==> config.mk <==
export PLATFORM = sky130hd
export DESIGN_NAME = prio_mem_arbiter
export DESIGN_NICKNAME = d
export VERILOG_FILES = /design/src/rtl/arb_pkg.sv /design/src/rtl/arb_level_regs.sv /design/src/rtl/arb_winner_pick.sv /design/src/rtl/arb_grant_ctrl.sv /design/src/rtl/prio_mem_arbiter.sv
export SDC_FILE = /design/constraint.sdc
export NUM_CORES = 1
export LEC_CHECK = 0
export ABC_AREA = 0
export BUFFER_PORTS_ARGS = -buffer_cell sky130_fd_sc_hd__buf_2
export CAP_MARGIN = 40
export CORE_MARGIN = 4
export CORE_UTILIZATION = 25
export DETAILED_ROUTE_END_ITERATION = 6
export GPL_TIMING_DRIVEN = 1
export HOLD_SLACK_MARGIN = 0.03
export PLACE_DENSITY = 0.41
export SYNTH_ARGS = -nofsm -noshare
export SYNTH_HDL_FRONTEND = slang
export SYNTH_SLANG_ARGS = --single-unit
==> constraint.sdc <==
create_clock -name clk -period 5.35 [get_ports clk]
set_input_delay 0.535 -clock clk [delete_from_list [all_inputs] [get_ports clk]]
set_output_delay 0.535 -clock clk [all_outputs]
set_load 0.05 [all_outputs]
==> src/rtl/arb_pkg.sv <==
package arb_pkg;
  localparam int unsigned ARB_NUM_REQ = 4;
  localparam int unsigned ARB_LVL_W   = 2;

  // True when level a strictly outranks level b (smaller value wins).
  function automatic logic lvl_beats(input logic [ARB_LVL_W-1:0] a,
                                     input logic [ARB_LVL_W-1:0] b);
    return a < b;
  endfunction

  // Level loaded at reset: the requester index, wrapped to the level range.
  function automatic logic [ARB_LVL_W-1:0] reset_level(input int unsigned idx);
    return ARB_LVL_W'(idx % (1 << ARB_LVL_W));
  endfunction
endpackage

==> src/rtl/arb_level_regs.sv <==
module arb_level_regs
  import arb_pkg::*;
#(
  parameter int unsigned NUM_REQ = ARB_NUM_REQ,
  parameter int unsigned LVL_W   = ARB_LVL_W,
  localparam int unsigned ID_W   = (NUM_REQ > 1) ? $clog2(NUM_REQ) : 1
) (
  input  logic             clk,
  input  logic             rst_n,
  input  logic             wr_en,
  input  logic [ID_W-1:0]  wr_id,
  input  logic [LVL_W-1:0] wr_lvl,
  output logic [LVL_W-1:0] lvl [NUM_REQ]
);
  for (genvar i = 0; i < NUM_REQ; i++) begin : g_lvl
    logic hit;
    assign hit = wr_en && (wr_id == ID_W'(i));
    always_ff @(posedge clk or negedge rst_n) begin
      if (!rst_n)   lvl[i] <= LVL_W'(reset_level(i));
      else if (hit) lvl[i] <= wr_lvl;
    end
  end
endmodule

==> src/rtl/arb_winner_pick.sv <==
module arb_winner_pick
  import arb_pkg::*;
#(
  parameter int unsigned NUM_REQ = ARB_NUM_REQ,
  parameter int unsigned LVL_W   = ARB_LVL_W
) (
  input  logic [NUM_REQ-1:0] req,
  input  logic [LVL_W-1:0]   lvl [NUM_REQ],
  output logic [NUM_REQ-1:0] pick,
  output logic               any
);
  logic [LVL_W-1:0] best;

  // Ascending scan with strict comparison: ties stay with the lower index.
  always_comb begin
    pick = '0;
    any  = 1'b0;
    best = '0;
    for (int i = 0; i < NUM_REQ; i++) begin
      if (req[i] && (!any || lvl_beats(LVL_W'(lvl[i]), LVL_W'(best)))) begin
        pick    = '0;
        pick[i] = 1'b1;
        best    = lvl[i];
        any     = 1'b1;
      end
    end
  end
endmodule

==> src/rtl/arb_grant_ctrl.sv <==
module arb_grant_ctrl #(
  parameter int unsigned NUM_REQ = 4
) (
  input  logic               clk,
  input  logic               rst_n,
  input  logic [NUM_REQ-1:0] pick,
  input  logic               any,
  input  logic [NUM_REQ-1:0] done,
  output logic [NUM_REQ-1:0] grant,
  output logic               busy,
  output logic               release_ev,
  output logic               arb_ev
);
  assign busy       = |grant;
  assign release_ev = |(grant & done);   // only the owner's done counts
  assign arb_ev     = !busy && any;

  always_ff @(posedge clk or negedge rst_n) begin
    if (!rst_n)          grant <= '0;
    else if (release_ev) grant <= '0;
    else if (arb_ev)     grant <= pick;
  end
endmodule

==> src/rtl/prio_mem_arbiter.sv <==
module prio_mem_arbiter
  import arb_pkg::*;
#(
  parameter int unsigned NUM_REQ = ARB_NUM_REQ,
  parameter int unsigned LVL_W   = ARB_LVL_W,
  localparam int unsigned ID_W   = (NUM_REQ > 1) ? $clog2(NUM_REQ) : 1
) (
  input  logic               clk,
  input  logic               rst_n,
  input  logic [NUM_REQ-1:0] req,
  input  logic [NUM_REQ-1:0] done,
  input  logic               cfg_we,
  input  logic [ID_W-1:0]    cfg_id,
  input  logic [LVL_W-1:0]   cfg_lvl,
  output logic [NUM_REQ-1:0] grant
);
  logic [LVL_W-1:0]   lvl [NUM_REQ];
  logic [NUM_REQ-1:0] pick_vec;
  logic               pick_any;
  logic               port_busy;
  logic               release_ev;
  logic               arb_ev;

  arb_level_regs #(.NUM_REQ(NUM_REQ), .LVL_W(LVL_W)) u_lvl (
    .clk(clk), .rst_n(rst_n), .wr_en(cfg_we), .wr_id(cfg_id),
    .wr_lvl(cfg_lvl), .lvl(lvl)
  );

  arb_winner_pick #(.NUM_REQ(NUM_REQ), .LVL_W(LVL_W)) u_pick (
    .req(req), .lvl(lvl), .pick(pick_vec), .any(pick_any)
  );

  arb_grant_ctrl #(.NUM_REQ(NUM_REQ)) u_gnt (
    .clk(clk), .rst_n(rst_n), .pick(pick_vec), .any(pick_any), .done(done),
    .grant(grant), .busy(port_busy), .release_ev(release_ev), .arb_ev(arb_ev)
  );
endmodule

# Word-level counts from Yosys, hierarchy flattened

Index checks and enable logic that the tools add are counted.

Mux-type cells: 13
Bitwise gates (word level): 1
Reductions and logical operators: 19
Equal/unequal tests: 3
$lt $le $gt $ge: 3

Operators by type and width:

| operator                                            | count |
|---|---|
| two-way mux 4 bit                                   | 5 |
| logical AND 1 bit                                   | 8 |
| OR reduction 4 bit                                  | 2 |
| less-than comparator 2 bit                          | 3 |
| two-way mux 2 bit                                   | 3 |
| two-way mux 1 bit                                   | 5 |
| AND 4 bit                                           | 1 |
| equality test 2 bit, second input constant          | 2 |
| logical NOT 1 bit                                   | 4 |
| logical OR 1 bit                                    | 3 |
| equality test 2 x 1 -> 1 bit, second input constant | 1 |
| logical NOT 2 bit                                   | 1 |
| nonzero test 2 bit                                  | 1 |

Output and inout bits: 4
Logic and storage cells: 44
Bits in registers: 12
Input bits: 15

# Logic depth before layout (Yosys ltp)

Gate-level depths: netlist (run 1).

Depth in word-level cells: 16
Depth in mapped cells: 12
Depth with buffers taken out: 11

# Cells and area by module

From an unflattened synthesis (run 1), not the netlist that was laid out.

Cells, all modules: 87
Area total of the unflattened synthesis: 948.4 µm²

Modules (own cells, without submodules):

| module          | seq. area each (µm²) | cells each | area each (µm²) | instances |
|---|---|---|---|---|
| arb_level_regs  | 205.2                | 20         | 327.8           | 1 |
| arb_winner_pick | 0.0                  | 40         | 319.1           | 1 |
| arb_grant_ctrl  | 100.1                | 27         | 301.5           | 1 |

# Worst setup path after synthesis (run 1)

Ideal clock, no wire load.

Path type: input-to-reg
Start point: in req[0]
End point: reg u_gnt.grant[0]
Setup time: 0.121 ns
Stages on the path: 12
Slack: 2.483 ns
Data arrival time: 2.746 ns
Data required time: 5.229 ns
Path buffers: 1
Path through: buf_6 nand2_1 ha_1 nand2_1 o211ai_4 or4_4 a211oi_4 mux2i_1 ha_1 o311ai_0 a21oi_1 a22o_1

Longest elaborated chain between the ends: 15
Elaborated cells on any way between the ends: 27
Classes of those cells: 3 x order compare; 13 x mux; 11 x reduce/logical

Ends and longest elaborated chain:

| element                                                         | line                                       | source |
|---|---|---|
| start: declaration                                              | prio_mem_arbiter.sv:10                     | `input logic [NUM_REQ-1:0] req,` |
| two-way mux 2 bit or two-way mux 1 bit (tied branches)          | arb_winner_pick.sv:20                      | `if (req[i] && (!any \|\| lvl_beats(LVL_W'(lvl[i]), LVL_W'(best)))) begin` |
| less-than comparator 2 bit or logical NOT 1 bit (tied branches) | arb_pkg.sv:8, arb_winner_pick.sv:20        |  |
| logical OR 1 bit                                                | arb_winner_pick.sv:20                      |  |
| logical AND 1 bit                                               | arb_winner_pick.sv:20                      |  |
| two-way mux 2 bit or two-way mux 1 bit (tied branches)          | arb_winner_pick.sv:20                      |  |
| less-than comparator 2 bit or logical NOT 1 bit (tied branches) | arb_pkg.sv:8, arb_winner_pick.sv:20        |  |
| logical OR 1 bit                                                | arb_winner_pick.sv:20                      |  |
| logical AND 1 bit                                               | arb_winner_pick.sv:20                      |  |
| two-way mux 2 bit or two-way mux 1 bit (tied branches)          | arb_winner_pick.sv:20                      |  |
| less-than comparator 2 bit or logical NOT 1 bit (tied branches) | arb_pkg.sv:8, arb_winner_pick.sv:20        |  |
| logical OR 1 bit                                                | arb_winner_pick.sv:20                      |  |
| logical AND 1 bit                                               | arb_winner_pick.sv:20                      |  |
| two-way mux 4 bit or two-way mux 1 bit (tied branches)          | arb_winner_pick.sv:20                      |  |
| two-way mux 4 bit or logical AND 1 bit (tied branches)          | arb_grant_ctrl.sv:21, arb_grant_ctrl.sv:16 |  |
| two-way mux 4 bit or nonzero test 2 bit (tied branches)         | -                                          |  |
| end signal: assignment                                          | arb_grant_ctrl.sv:21                       | `else if (arb_ev) grant <= pick;` |
| end: declaration                                                | arb_grant_ctrl.sv:9                        | `output logic [NUM_REQ-1:0] grant,` |

Parallel ways exist; a longest one is shown, timed or not. The select of a mux whose other input is x is not followed.
A chain may end at the register's enable or synchronous reset.

# Final worst setup path (run 1)

Start point: in req[0]
End point: reg u_gnt.grant[1]

Same word-level chain as after synthesis.

==> results of run 1 <==
-- worst max path at each step --
stage	cells after the start	endpoint	startpoint
2_1_floorplan	12	u_gnt.grant[0]	req[0]
6_report	12	u_gnt.grant[1]	req[0]
4_1_cts	12	u_gnt.grant[1]	req[0]
5_1_grt	11	u_gnt.grant[1]	u_lvl.lvl[7]
3_3_place_gp	12	u_gnt.grant[0]	req[0]
3_5_place_dp	12	u_gnt.grant[1]	req[0]
-- cell families after synthesis --
group | Yosys count
fa+ha+maj | 2
buf+inv | 4
simple gates | 23
compound gates | 16
mux | 10
flops | 12
-- flip-flops by register name (all words and copies together), names as in the netlist --
signal	cells
u_lvl.lvl	8
u_gnt.grant	4
-- layout by cell type, fill, tap and decap left out, types with 2 or more instances in the layout --
| cell | instances |
|---|---|
| a22o_1 | 3 |
| and3_1 | 2 |
| buf_2 | 18 |
| clkbuf_4 | 3 |
| dfrtp_1 | 8 |
| dfstp_2 | 4 |
| ha_1 | 2 |
| inv_1 | 3 |
| mux2_2 | 8 |
| mux2i_1 | 2 |
| nand2_1 | 5 |
| nand3_1 | 2 |
| nand3b_1 | 2 |
| nor2_1 | 2 |
| nor2b_1 | 3 |
| o21ai_0 | 3 |
-- metal layers --
layer  share of wire (%)  track usage (%)
met1                  44             9.90
met4                0.79             2.48
met2                  47             15.2
met3                 7.9             4.68
met5                   0                0
-- where the power goes --
part / internal [W] / switching (W)
sequential: 0.000120 / 0.0000264
clock: 0.0000414 / 0.0000319
combinational: 0.0000689 / 0.000109
total: 0.000230 / 0.000167
-- cell type report --
| type | instances | area, um^2 | area share [%] |
|---|---|---|---|
| sequential | 12 | 305 | 33.7 |
| tap | 31 | 38.8 | 4.29 |
| timing repair buffer | 18 | 90.1 | 9.96 |
| inverter | 3 | 11.3 | 1.24 |
| clock buffer | 4 | 36.3 | 4.01 |
| multi-input combinational | 51 | 423 | 46.7 |
-- through the flow --
step                      cells  total power, W
after global routing        119        0.000431
after global placement      115        0.000329
after CTS                   119        0.000405
final                       119        0.000397
after floorplan              67        0.000282
after detailed placement    115        0.000330
-- critical path, stage by stage --
cell      delay, ns
buf_2          0.17
nand2_1        0.07
ha_1           0.27
nand2_1        0.10
o211ai_4       0.12
or4_4          0.44
a211oi_4       0.30
mux2i_1        0.23
ha_1           0.26
o311ai_0       0.13
a21oi_1        0.17
a22o_1         0.20
==> flow_summary_export.csv, run 1 <==
group,metric,value,unit
status,status,"finished, final reports clean",
timing,slew_headroom,63.6,%
global_routing,grt.overflow.total,0,
synth,async_flop_share,100,%
cts,ctsHoldBuffers,0,
critical_path,path_max_fanout,10,
cts,cts_setup_buffers,0,
placed_design,postPlaceCellArea,868,um^2
global_routing,first_global_vias,608,
final_layout,area_delta_synth_final,20.5,%
timing,finalHoldViolCount,0,
timing,finClkSkew,0.000413,ns
synth,synth_simple_gate_area_share,19.0,%
global_routing,antenna_found_initial,0,
synth,synth_adder_area_share,3.33,%
synth,synth_top_area_share,26.7,%
synth,synth_top_area_cell,"dfrtp_1",
cts,clk_pin_slew,0.08,ns
detailed_routing,drcViolationCount,0,
placed_design,place.gp.congestion,0.749,
power_and_ir_drop,peakVddDrop,0.149,mV
placed_design,dp_worst_setup_slack,2.19,ns
cts,ctsRootBufferMaster,"clkbuf_4",
final_layout,num_antenna_cells,0,
detailed_routing,drtPass1Iterations,4,
cts,cts_tree,"done",
cts,cts.sinks,12,
timing,setup_slack,2.51,ns
final_layout,fillers,300,
floorplanning,rows,19,
critical_path,reg2reg_slack,2.52,ns
timing,hold_slack,0.128,ns
critical_path,r2r_cells,11,
placed_design,io_buffer_count,18,
synth,syn_area,751,um^2
synth,syn_area_per_cell,11.2,um^2
cts,htreeDepth,1,
synth,syn_nets,84,
timing,slew_violations,0,
critical_path,crit_path_end_kind,"register",
cts,insertion_delay,0.27,ns
final_layout,final_layout_size_suffix_gt1_share,43.2,%
final_layout,fin_area,905,um^2
timing,period_needed,2.84,ns
critical_path,worstSetupStartpointType,"primary input",
timing,fin_crit_sh,53.1,%
final_layout,nNetsFinal,106,
critical_path,r2r-end,"u_gnt.grant[1]",
global_routing,grt_pass1_wl,2790,um
floorplanning,start_util,26.8,%
detailed_routing,via_per_inst,5.08,
detailed_routing,drtIter0Drc,35,
floorplanning,die_y,62.8,um
timing,fmaxAchievable,352,MHz
synth,synth_top_family_by_area,"compound AO/OA/AOI/OAI gates",
synth,synth-edff-count,0,
timing,worst_slew_pin_slew,0.546,ns
synth,ys_top_cells_by_area,"dfrtp_1 27%, dfstp_2 14%, mux2_2 12%",
synth,synth_compound_area_share,19.3,%
power_and_ir_drop,powerDensity,439,mW/mm^2
floorplanning,die_w,62.8,um
floorplanning,top_level_ports,19,
critical_path,worstPathRequired,5.52,ns
synth,ys.flop_type,"dfrtp_1",
synth,yosys-top-cells-count,"8 x dfrtp_1, 8 x mux2_2, 5 x nand2_1, 4 x dfstp_2",
global_routing,track_usage,9.02,%
synth,ys_types,32,
cts,ctsResizeCount,0,
hold_path,hp-class,"primary input to asynchronous set/reset pin",
cts,cts-buffers-inserted,3,
floorplanning,core-area,0.00281,mm^2
detailed_routing,wire_per_inst,13.8,um
timing,setup_viol,0,
global_routing,grt_max_degree,13,
critical_path,crit_type,"primary input to register",
critical_path,r2r_start,"u_lvl.lvl[7]",
cts,clock_path_buffers,2,
detailed_routing,num_vias,605,
synth,ys_seq_area_share,40.7,%
detailed_routing,postRouteAntennaNets,0,
critical_path,cp.arrival,3.01,ns
power_and_ir_drop,p_leak,0.397,nW
detailed_routing,routed_wirelength,1640,um
timing,fin_tns_setup,0,ns
synth,synth_xor_xnor_area_share,0,%
final_layout,utilization,32.2,%
synth,synthCells,67,
floorplanning,die_area,0.00394,mm^2
run,drv_cap,0,
timing,rsz0062_at_grt,"no",
synth,synthMuxAreaShare,14.7,%
synth,yosysWarnings,0,
synth,ys_seq_elements,12,
Power figures use the tool's default switching activity.
==> run 2, diff against run 1 <==
- ABC_AREA: 0 -> 1
- clock period: 5.35 -> 2.9 ns (I/O delays scaled with it)
==> run 2 against run 1 <==
  * Combinational power grew 70%
  * Power is 71% higher
  * Cell count is 34% higher
  * Largest cell class unchanged
  * Largest power group unchanged
  * Highest routed layer unchanged
==> flow_summary_export.csv, run 2 <==
group,metric,value,unit
power_and_ir_drop,p_leak,0.515,nW
timing,setup_viol,0,
timing,period_needed,2.35,ns
final_layout,register_area,305,um^2
synth,syn_area_per_cell,7.08,um^2
floorplanning,top_level_ports,19,
power_and_ir_drop,p_int,0.000384,W
critical_path,slowest_stage,"dfrtp_1",
timing,finalHoldViolCount,0,
global_routing,grt.overflow.total,0,
detailed_routing,num_vias,703,
global_routing,grt_max_degree,13,
floorplanning,start_util,26.5,%
critical_path,crit_path_end_kind,"register",
cts,ctsHoldBuffers,1,
floorplanning,die_y,62.5,um
cts,clock_path_buffers,2,
detailed_routing,drtPass1Iterations,4,
cts,cts_tree,"done",
critical_path,path_max_fanout,5,
floorplanning,die_w,62.5,um
timing,fmaxAchievable,425,MHz
detailed_routing,via_per_inst,4.42,
hold_path,hp-class,"primary input to register",
power_and_ir_drop,switchingPower,0.000294,W
synth,ys_seq_elements,12,
timing,fin_crit_sh,81.1,%
floorplanning,core-area,0.00281,mm^2
global_routing,track_usage,8.70,%
synth,syn_area,743,um^2
final_layout,largest_reg_flops,8,
critical_path,worstSetupStartpointType,"register",
floorplanning,die_area,0.00391,mm^2
timing,fin_tns_setup,0,ns
critical_path,crit_chain,"ha_1 > nand2_1 > nand2_1 > nand2_2 > nand2_4 > nand2_2 > nand2_2 > nor2_1 > nand2_1 > nand2_2 > nand2_2 > nand3_1 > o21ai_0 > ha_1 > nand2_1 > nand2_1 > nand2_2 > nand2_2 > nand2_1 > nand2_1",
detailed_routing,postRouteAntennaNets,0,
cts,ctsResizeCount,0,
timing,rsz0062_at_grt,"no",
synth,synth.most_common_cell,"nand2_1",
synth,synthCells,105,
synth,synth_top_area_share,26.9,%
placed_design,dpl.cell_count,154,
final_layout,final_common_cell,"nand2_1",
placed_design,dp_hpwl,1380,um
final_layout,num_antenna_cells,0,
detailed_routing,drcViolationCount,0,
global_routing,first_global_vias,635,
cts,htreeDepth,1,
cts,cts_setup_buffers,0,
status,status,"finished, final reports clean",
timing,finClkSkew,0.000744,ns
power_and_ir_drop,p_comb_share,44.3,%
final_layout,fin_cells,159,
critical_path,max_stage_delay,0.43,ns
cts,cts.sinks,12,
power_and_ir_drop,powerDensity,739,mW/mm^2
synth,ys.flop_type,"dfrtp_1",
final_layout,fillers,324,
final_layout,final_cell_mix,"34 x nand2_1, 18 x buf_2, 16 x inv_1",
critical_path,cp_top_family,"simple AND/OR/NAND/NOR gates",
synth,yosys-top-cells-count,"34 x nand2_1, 16 x inv_1, 14 x nand3_1, 9 x o21ai_0, 8 x dfrtp_1",
cts,cts-buffers-inserted,3,
detailed_routing,routed_wirelength,1660,um
final_layout,regMostFlops,"u_lvl.lvl",
critical_path,worstPathRequired,3.06,ns
power_and_ir_drop,swShare,43.4,%
synth,ys_seq_area_share,41.1,%
cts,ctsRootBufferMaster,"clkbuf_4",
final_layout,fin_area,918,um^2
power_and_ir_drop,p_seq_share,36.4,%
timing,slew_violations,0,
synth,synth_top_area_cell,"dfrtp_1",
final_layout,area_delta_synth_final,23.6,%
synth,syn_nets,122,
placed_design,io_buffer_count,18,
cts,clk_pin_slew,0.07,ns
final_layout,multiInputGateArea,378,um^2
synth,async_flop_share,100,%
power_and_ir_drop,finalPower,0.000678,W
final_layout,top_regs,"u_lvl.lvl (8), u_gnt.grant (4)",
final_layout,utilization,32.7,%
global_routing,antenna_found_initial,0,
timing,worst_slew_pin_slew,0.291,ns
synth,synth-edff-count,0,
power_and_ir_drop,peakVddDrop,0.251,mV
global_routing,grt_pass1_wl,2760,um
placed_design,place.gp.congestion,0.742,
synth,ys_top_cells_by_area,"dfrtp_1 27%, nand2_1 17%, dfstp_2 14%",
synth,yosysWarnings,0,
critical_path,crit_buf_inv,0,
final_layout,nNetsFinal,146,
placed_design,postPlaceCellArea,872,um^2
final_layout,final_layout_size_suffix_gt1_share,28.1,%
power_and_ir_drop,clock_power_share,19.3,%
critical_path,cp.arrival,2.51,ns
synth,ys_types,14,
floorplanning,rows,19,
detailed_routing,drtIter0Drc,18,
cts,insertion_delay,0.27,ns
critical_path,crit_type,"register to register",
timing,slew_headroom,80.6,%
detailed_routing,wire_per_inst,10.4,um
critical_path,reg2reg_slack,0.55,ns
run,drv_cap,0,
run 2: cell types whose count changed in the layout (fill, tap and decap cells not counted), moves of 2 or more:
cell,change
and3_1,-2
nand2_1,+29
nand2_2,+7
mux2i_1,-2
nand3_1,+12
inv_1,+13
nor2b_1,-3
mux2_2,-8
a22o_1,-2
nor2_1,+3
or2_2,+2
nand3b_1,-2
o21ai_0,+6
run 2: power groups by stage:
stage          clock, W  combinational, W  sequential [W]
3_5_place_dp          0          0.000303        0.000250
4_1_cts        0.000136          0.000305        0.000247
5_1_grt        0.000147          0.000339        0.000254
2_1_floorplan         0          0.000160        0.000314
3_3_place_gp          0          0.000308        0.000249
6_report       0.000131          0.000301        0.000247
run 2: final timing paths:
path                         startpoint        endpoint  cells after the start
setup / recovery           u_lvl.lvl[5]  u_gnt.grant[2]                     20
hold / removal                   req[3]  u_gnt.grant[3]                      3
setup reg to reg           u_lvl.lvl[5]  u_gnt.grant[2]                     20
hold reg to reg            u_lvl.lvl[4]    u_lvl.lvl[4]                      2
max in group asynchronous         rst_n    u_lvl.lvl[0]                      2
min in group asynchronous         rst_n    u_lvl.lvl[5]                      2
run 2: per-stage QoR:
stage	setup WS [ns]	hold WS, ns
finish	0.549	0.299
global placement	0.486	0.183
CTS	0.521	0.296
detailed placement	0.435	0.184
global route	0.341	0.319
floorplan	0.779	-0.00559
run 2: cell families after synthesis:
kind of cell | synth area share (%)
AOI/OAI and AO/OA | 8.42
adders and majority gates | 3.37
and+or+nand+nor | 39.1
DFF | 41.1
buffers and inverters | 8.08
run 2: layout make-up:
type	instances	share of cell area, %
clock buffers	4	3.95
inverters	16	6.54
multi-input cells	77	41.1
flip-flops and latches	12	33.2
well taps	31	4.22
repair buffers	19	10.9
run 2: worst reg2reg max path: stages (launching register included):
cell and delay [ns]:
dfrtp_1 0.43, ha_1 0.31, nand2_1 0.06, nand2_1 0.06, nand2_2 0.10, nand2_4 0.08, nand2_2 0.06, nand2_2 0.05
nor2_1 0.08, nand2_1 0.07, nand2_2 0.08, nand2_2 0.08, nand3_1 0.08, o21ai_0 0.08, ha_1 0.28, nand2_1 0.07
nand2_1 0.06, nand2_2 0.06, nand2_2 0.06, nand2_1 0.06, nand2_1 0.06
run 2: layer usage:
layer | vias to the layer above | global-route usage (%) | part of all wire (%)
met5 | - | 0 | 0
li1 | 379 | - | -
met2 | 12 | 13.0 | 46
met4 | 0 | 5.79 | 0.90
met1 | 310 | 11.4 | 48
met3 | 2 | 1.44 | 4.3
==> run 3, diff against run 2 <==
- ABC_AREA: 1 -> 0
- PLACE_DENSITY: 0.41 -> 0.42
- clock period: 2.9 -> 2 ns (I/O delays scaled with it)
==> run 3 against run 2 <==
  * The run now ends with setup timing left
  * Worst setup slack lost 1.1 ns
  * Sequential share of layout area decreased by 4.4 points
  * Sequential cell count stayed put
  * Critical endpoint is now u_gnt.grant[3]
  * Largest cell class unchanged
==> flow_summary_export.csv, run 3 (synthesis results as in run 1) <==
group,metric,value,unit
status,status,"finished, violations left",
status,violations,"setup timing",
final_layout,register_area,305,um^2
cts,cts_tree,"done",
critical_path,crit_path_end_kind,"register",
global_routing,grt.overflow.total,0,
global_routing,track_usage,10.3,%
floorplanning,die_w,62.8,um
detailed_routing,drtPass1Iterations,3,
critical_path,crit_type,"register to register",
power_and_ir_drop,finalPower,0.00119,W
cts,clock_path_buffers,2,
final_layout,area_delta_synth_final,40.8,%
hold_path,hp-class,"primary input to register",
hold_path,hp-start,"cfg_lvl[0]",
timing,fmaxAchievable,390,MHz
final_layout,final_layout_size_suffix_gt1_share,56.3,%
final_layout,fin_cells,134,
final_layout,nNetsFinal,121,
placed_design,io_buffer_count,18,
timing,rsz0062_at_grt,"yes",
timing,fin_crit_sh,128,%
timing,slew_headroom,64.6,%
critical_path,cp.arrival,2.71,ns
critical_path,crit_chain,"ha_4 > nand2_4 > o211ai_4 > or4_4 > a211oi_4 > mux2i_1 > ha_1 > o311ai_2 > buf_4 > mux2i_1 > o21ai_1",
power_and_ir_drop,peakVddDrop,0.329,mV
detailed_routing,drtIter0Drc,6,
placed_design,dpl.cell_count,127,
cts,clk_pin_slew,0.09,ns
detailed_routing,wire_per_inst,13.3,um
detailed_routing,drcViolationCount,0,
timing,worst_slew_pin_slew,0.531,ns
floorplanning,top_level_ports,19,
critical_path,path_max_fanout,3,
detailed_routing,routed_wirelength,1780,um
timing,hold_slack,0.206,ns
power_and_ir_drop,powerDensity,1120,mW/mm^2
global_routing,antenna_found_initial,0,
final_layout,final_common_cell,"buf_2",
timing,period_needed,2.56,ns
cts,cts.sinks,12,
final_layout,regMostFlops,"u_lvl.lvl",
cts,ctsRootBufferMaster,"clkbuf_4",
floorplanning,start_util,26.8,%
global_routing,grt_pass1_wl,3150,um
critical_path,crit_path_start,"u_lvl.lvl[5]",
critical_path,r2r_start,"u_lvl.lvl[5]",
timing,setup_slack,-0.562,ns
placed_design,place.gp.congestion,0.773,
floorplanning,die_y,62.8,um
floorplanning,core-area,0.00281,mm^2
final_layout,fillers,316,
critical_path,reg2reg_slack,-0.56,ns
critical_path,crit_top_cell,"mux2i_1",
final_layout,num_antenna_cells,0,
cts,cts-buffers-inserted,3,
critical_path,max_stage_delay,0.43,ns
final_layout,top_regs,"u_lvl.lvl (8), u_gnt.grant (4)",
run,drv_cap,0,
timing,finalHoldViolCount,0,
floorplanning,die_area,0.00394,mm^2
timing,slew_violations,0,
final_layout,utilization,37.7,%
placed_design,dp_hpwl,1460,um
critical_path,worstSetupStartpointType,"register",
detailed_routing,postRouteAntennaNets,0,
final_layout,largest_reg_flops,8,
final_layout,final_cell_mix,"18 x buf_2, 14 x buf_4, 8 x mux2_2, 8 x dfrtp_1, 4 x dfstp_2",
critical_path,worstPathRequired,2.15,ns
global_routing,grt_max_degree,13,
global_routing,first_global_vias,721,
timing,finClkSkew,0.00899,ns
power_and_ir_drop,p_leak,0.477,nW
final_layout,multiInputGateArea,460,um^2
critical_path,slowest_stage,"or4_4",
detailed_routing,num_vias,648,
detailed_routing,via_per_inst,4.84,
cts,insertion_delay,0.27,ns
cts,htreeDepth,1,
floorplanning,rows,19,
timing,setup_viol,4,
[run 3: cell count changes in the layout (fill, tap and decap cells not counted), moves of 3 or more]
cell / before / now
buf_4: 0 / 14
inv_1: 16 / 3
mux2_2: 0 / 8
nand2_1: 34 / 3
nand2_2: 7 / 1
nand3_1: 14 / 2
nor2_1: 5 / 2
nor2b_1: 0 / 3
o21ai_0: 9 / 2
[run 3: repair_timing]
action,in CTS,in global routing
buffers inserted,1,1
setup endpoints to repair,4,4
resized for setup,1,5
endpoints found under the hold margin,8,0
hold buffers,1,0
pin swaps,1,5
[run 3: final timing paths]
path | to | depth (start not counted)
max reg2reg | u_gnt.grant[3] | 11
min reg2reg | u_gnt.grant[2] | 1
max | u_gnt.grant[3] | 11
min in group asynchronous | u_gnt.grant[0] | 2
min | u_lvl.lvl[6] | 2
max in group asynchronous | u_lvl.lvl[4] | 2
[run 3: area by class of cell]
type	instances	share of cell area (%)
tap	31	3.67
timing repair buffer	33	19.4
multi-input combinational	51	43.6
sequential	12	28.9
clock buffer	4	3.43
inverter	3	1.07
[run 3: stage by stage]
step | worst slack, ns | TNS, ns | cell area [um^2]
floorplan | -0.593 | -2.21 | 753
global placement | -0.552 | -2.10 | 961
detailed placement | -0.581 | -2.17 | 961
CTS | -0.571 | -2.24 | 1020
global route | -0.683 | -2.69 | 1060
finish | -0.562 | -2.18 | 1060
[run 3: critical path, delay by kind of cell, from the launching register on]
kind / cells / cell delay, ns
flops: 1 / 0.42
buf+inv: 1 / 0.15
mux: 2 / 0.22
simple gates: 2 / 0.50
compound gates: 4 / 0.55
fa+ha+maj: 2 / 0.60
[run 3: power by group]
part,switching [W],leakage [nW],internal [W]
clock network,0.0000851,0.0210,0.000110
registers,0.0000627,0.142,0.000321
logic,0.000333,0.315,0.000273
[run 3: routing by layer]
| metal | up-vias | GRT usage (%) | share of wire [%] |
|---|---|---|---|
| met2 | 16 | 18.5 | 51 |
| li1 | 329 | - | - |
| met5 | - | 0 | 0 |
| met1 | 301 | 11.0 | 43 |
| met4 | 0 | 4.13 | 0.90 |
| met3 | 2 | 3.24 | 5.3 |
